==> src/rtl/mfa_pkg.sv <==
package mfa_pkg;
  function automatic int mf_len(int frame_octets, int frames_per_mf, int octets_per_clk);
    return (frame_octets * frames_per_mf) / octets_per_clk;
  endfunction

  function automatic int cnt_width(int n);
    return (n > 1) ? $clog2(n) : 1;
  endfunction
endpackage

==> src/rtl/sysref_pulse_gen.sv <==
module sysref_pulse_gen #(
  parameter int PERIOD = 16,
  parameter int CW     = 4
) (
  input  logic clk,
  input  logic rst,
  input  logic en,
  output logic pulse
);
  localparam logic [CW-1:0] LAST = CW'(PERIOD - 1);

  logic [CW-1:0] phase;

  always_ff @(posedge clk) begin
    if (rst || !en) begin
      phase <= '0;
      pulse <= 1'b0;
    end else begin
      pulse <= (phase == '0);
      phase <= (phase == LAST) ? '0 : phase + 1'b1;
    end
  end
endmodule

==> src/rtl/sysref_edge_capture.sv <==
module sysref_edge_capture (
  input  logic clk,
  input  logic rst,
  input  logic sysref_in,
  output logic rise
);
  logic sr_q;
  logic sr_d;

  // single input register, then one delay stage for the edge compare
  always_ff @(posedge clk) begin
    if (rst) begin
      sr_q <= 1'b0;
      sr_d <= 1'b0;
    end else begin
      sr_q <= sysref_in;
      sr_d <= sr_q;
    end
  end

  assign rise = sr_q & ~sr_d;
endmodule

==> src/rtl/mf_counter.sv <==
module mf_counter #(
  parameter int LEN = 16,
  parameter int CW  = 4
) (
  input  logic          clk,
  input  logic          rst,
  input  logic          restart,
  output logic [CW-1:0] count,
  output logic          boundary,
  output logic          at_last
);
  localparam logic [CW-1:0] LAST = CW'(LEN - 1);

  assign at_last = (count == LAST);

  always_ff @(posedge clk) begin
    if (rst || restart || at_last) begin
      count    <= '0;
      boundary <= 1'b1;
    end else begin
      count    <= count + 1'b1;
      boundary <= 1'b0;
    end
  end
endmodule

==> src/rtl/mfclk_sysref_align.sv <==
module mfclk_sysref_align #(
  parameter int FRAME_OCTETS   = 2,
  parameter int FRAMES_PER_MF  = 32,
  parameter int OCTETS_PER_CLK = 4,
  localparam int MF_CLKS = mfa_pkg::mf_len(FRAME_OCTETS, FRAMES_PER_MF, OCTETS_PER_CLK),
  localparam int CW      = mfa_pkg::cnt_width(MF_CLKS)
) (
  input  logic          clk,
  input  logic          rst,
  input  logic          gen_en,
  input  logic          nshot_mode,
  input  logic          arm,
  input  logic          err_clr,
  input  logic          sysref_in,
  output logic          sysref_out,
  output logic [CW-1:0] mf_count,
  output logic          mf_boundary,
  output logic          captured,
  output logic          align_err
);
  generate
    if (((FRAME_OCTETS * FRAMES_PER_MF) % OCTETS_PER_CLK) != 0 ||
        (FRAME_OCTETS * FRAMES_PER_MF) < OCTETS_PER_CLK) begin : g_bad_cfg
      $error("multiframe length must be a whole number of link clocks, at least one");
    end
  endgenerate

  logic rise;
  logic take;
  logic off_phase;
  logic at_last;

  sysref_pulse_gen #(.PERIOD(MF_CLKS), .CW(CW)) u_gen (
    .clk   (clk),
    .rst   (rst),
    .en    (gen_en),
    .pulse (sysref_out)
  );

  sysref_edge_capture u_cap (
    .clk       (clk),
    .rst       (rst),
    .sysref_in (sysref_in),
    .rise      (rise)
  );

  // honor the edge in continuous mode, or when no capture is recorded yet
  assign take      = rise & (nshot_mode | ~captured);
  assign off_phase = rise & nshot_mode & captured & ~at_last;

  mf_counter #(.LEN(MF_CLKS), .CW(CW)) u_cnt (
    .clk      (clk),
    .rst      (rst),
    .restart  (take),
    .count    (mf_count),
    .boundary (mf_boundary),
    .at_last  (at_last)
  );

  always_ff @(posedge clk) begin
    if (rst) begin
      captured  <= 1'b0;
      align_err <= 1'b0;
    end else begin
      captured <= arm ? 1'b0 : (captured | take);
      if (off_phase)    align_err <= 1'b1;
      else if (err_clr) align_err <= 1'b0;
    end
  end
endmodule

==> config.mk <==
export PLATFORM = sky130hd
export DESIGN_NAME = mfclk_sysref_align
export DESIGN_NICKNAME = d
export VERILOG_FILES = /design/src/rtl/mfa_pkg.sv /design/src/rtl/sysref_pulse_gen.sv /design/src/rtl/sysref_edge_capture.sv /design/src/rtl/mf_counter.sv /design/src/rtl/mfclk_sysref_align.sv
export SDC_FILE = /design/constraint.sdc
export NUM_CORES = 1
export LEC_CHECK = 0
export ABC_AREA = 0
export BUFFER_PORTS_ARGS = -buffer_cell sky130_fd_sc_hd__buf_2
export CORE_AREA = 4 4 41 43
export DETAILED_ROUTE_END_ITERATION = 16
export DIE_AREA = 0 0 45 47
export GPL_ROUTABILITY_DRIVEN = 0
export GPL_TIMING_DRIVEN = 0
export PLACE_DENSITY = 0.61
export RECOVER_POWER = 25
export SLEW_MARGIN = 20
export SYNTH_ARGS = -nofsm -noshare
export SYNTH_HDL_FRONTEND = slang
export SYNTH_SLANG_ARGS = --single-unit
==> constraint.sdc <==
create_clock -name clk -period 1.21 [get_ports clk]
set_clock_uncertainty 0.2 [all_clocks]
set_input_delay 0.242 -clock clk [delete_from_list [all_inputs] [get_ports clk]]
set_output_delay 0.242 -clock clk [all_outputs]
set_load 0.01 [all_outputs]
==> key figures <==
Detailed routing
  • Vias per inst: 4.567
  • Length of the first detailed-routing pass in iterations: 1
  • WL final: 946 microns
  • DRC viols: 0
  • Via count: 411
  • Avg WL per Cell: 10.51 microns
  • Initial DRC Count: 0
  • ANT nets after route: 0

STA
  • Min Tclk post-route: 1265 ps
  • Slew Viols, Final: 0
  • Tcrit/Tclk final: 1.045
  • Fin worst setup slack: -54.54 ps
  • FMAX: 790.8 MHz
  • Hold Violations, Final: 0
  • Slew @ Worst Pin: 240.8 ps
  • RSZ-0062 raised after global routing: yes
  • Slew HR: 0.8372
  • Worst hold slack: ~14 ps
  • Setup violators final: 7

Finish
  • Final net count: 86
  • Final Util: 0.5750
  • Diode count: 0
  • Most common library cell in the layout ignoring fill and taps: buf_2
  • Area Growth Syn to Fin: 47.65%
  • Layout cells sized above 1: 0.4667
  • Most frequent cells in the layout: buf_2, dfxtp_1, nor2_1

Floorplanning
  • Chip width: 45 microns
  • Die height: 47 microns
  • Io pins: 15
  • Die Area: 2115 sq um
  • Core ar.: roughly 1300 sq um
  • Starting Density: 0.3894
  • Row count: 13

Pwr
  • VDD IR max: 868.0 uV
  • Final Power: 0.0008720 W
  • Cell Pwr Density: between 1000 and 1500 nW/um^2
  • Leakage: 0.3298 nW

Critical path
  • CP Cell Sequence: ha_4 -> a31oi_4 -> a21bo_4 -> nor2_2
  • CP bufs+invs: 0
  • Critical Path AT: 1280 ps
  • Crit path launch type: register
  • Crit path max fanout: 5
  • Slowest stage cell, crit path: dfxtp_4
  • Cell family with most CP delay: compound AO/OA/AOI/OAI gates
  • Crit end category: register
  • Worst Path Required: 1220 ps
  • Crit Path Class: register to register
  • Max incr delay on CP: ~360 ps

Worst hold path
  • Hold Path Class: primary input to register

Logic synthesis
  • Synthesized area: slightly above 500 sq um
  • Synth unique cells: 18
  • Cell count after synthesis: 50
  • Ys Warns: 0
  • Async S/R FF share, synth: 0
  • Ys flop type: dfxtp_1
  • Syn Area/Cell: 10.13 sq um
  • Number of register bits inferred by synthesis: 14
  • Post-synth EDFFs: 0
  • Mapped Nets: 60
  • Post-synthesis sequential area ratio: 0.5531

GRT
  • Tot GR Track Use: 0.09777
  • Largest net degree at the start of global routing: 9
  • First-pass GRT wire length: 1428 microns
  • Vias in the first global route: 350
  • Initial antenna violation count: 0
  • Total grt overflow: 0

Clock tree
  • TritonCTS Buffers: 3
  • Clk slew on worst S/H paths: 80 ps
  • CTS Buffer Depth: 2
  • Clock Sinks: 14
  • Root Buffer: clkbuf_4
  • CTS tree: yes
  • Clock insertion delay at the later pin of the skew report: ~270 ps
  • CTS H-Tree Depth: 1

Run status
  • Failing checks: setup timing
  • Outcome: complete, but fails checks

Flow run
  • Max Cap Viol: 0

Place
  • DP HPWL: 606.7 microns
  • Place WS: -120.3 ps
  • IO buf count: 14
-- per-layer routing --
layer	up-vias	track usage	routed length, microns
met2	9	0.1497	457
met5	-	0	0
met3	2	0.05747	53
li1	212	-	-
met4	0	0.05263	9
met1	188	0.1065	425
-- worst paths after layout --
kind	slack, ps	cells past startpoint	end	startpoint
worst max-delay path	-50	4	u_cnt.count[1]	u_cnt.count[0]
worst min-delay path	10	4	align_err	err_clr
worst max register to register	-50	4	u_cnt.count[1]	u_cnt.count[0]
worst min register to register	240	2	align_err	align_err
-- what timing repair did --
item,CTS,global route
pin swaps,0,0
hold buffers,2,0
setup buffers,3,2
resized for setup,8,4
setup endpoints to repair,10,14
cloned,0,0
endpoints found under the hold margin,2,0
-- area by class of cell --
type                       instances  area, sq um
timing repair buffer              21        146.4
fill                             136        553.0
inverter                           4        15.01
multi-input combinational         32        250.2
sequential                        14        291.5
tap                               15        18.77
clock buffer                       4        26.28
-- cell usage after synthesis (2+ instances only) --
library cell | number | area (sq um)
and2b_1 | 2 | 15.01
dfxtp_1 | 14 | 280.3
ha_1 | 3 | 37.54
inv_1 | 4 | 15.01
nand2_1 | 2 | 7.510
nand2b_1 | 2 | 12.51
nand3_1 | 2 | 10.01
nor2_1 | 8 | 30.03
nor2_2 | 2 | 12.51
xnor2_1 | 2 | 17.52
xor2_1 | 2 | 17.52
-- state kept, by name, summed over array words and instances (netlist names) --
name and cells:
u_cap.sr_q 1, u_cnt.count 4, u_cnt.boundary 1, u_cap.sr_d 1, u_gen.pulse 1, align_err 1, u_gen.phase 4, captured 1
-- cell families after synthesis --
logic type,share of synthesized area
buffers and inverters,0.02962
XOR/XNOR,0.06915
flip-flops,0.5531
AND/OR/NAND/NOR,0.2247
AO/OA/AOI/OAI,0.04939
adder cells (fa/ha/maj),0.07408
-- worst reg2reg max path, cell delays in order (launching register included) --
cell,delay (ps)
dfxtp_4,360
ha_4,170
a31oi_4,120
a21bo_4,270
nor2_2,80
-- per-stage QoR --
| stage | TNS, ps | cell area [sq um] | instances |
|---|---|---|---|
| 2_1_floorplan | -151.7 | 524.3 | 50 |
| 3_3_place_gp | -396.2 | 613.1 | 79 |
| 3_5_place_dp | -458.0 | 613.1 | 79 |
| 4_1_cts | -363.8 | 719.4 | 88 |
| 5_1_grt | -611.9 | 748.2 | 90 |
| 6_report | -256.7 | 748.2 | 90 |
-- power breakdown --
| group | leakage (nW) | internal (W) | switching [W] |
|---|---|---|---|
| Clock | 0.0150 | 0.000128 | 0.000143 |
| Sequential | 0.117 | 0.000479 | 0.0000164 |
| Combinational | 0.197 | 0.0000614 | 0.0000448 |
No activity file was read; power rests on OpenSTA's default activity.
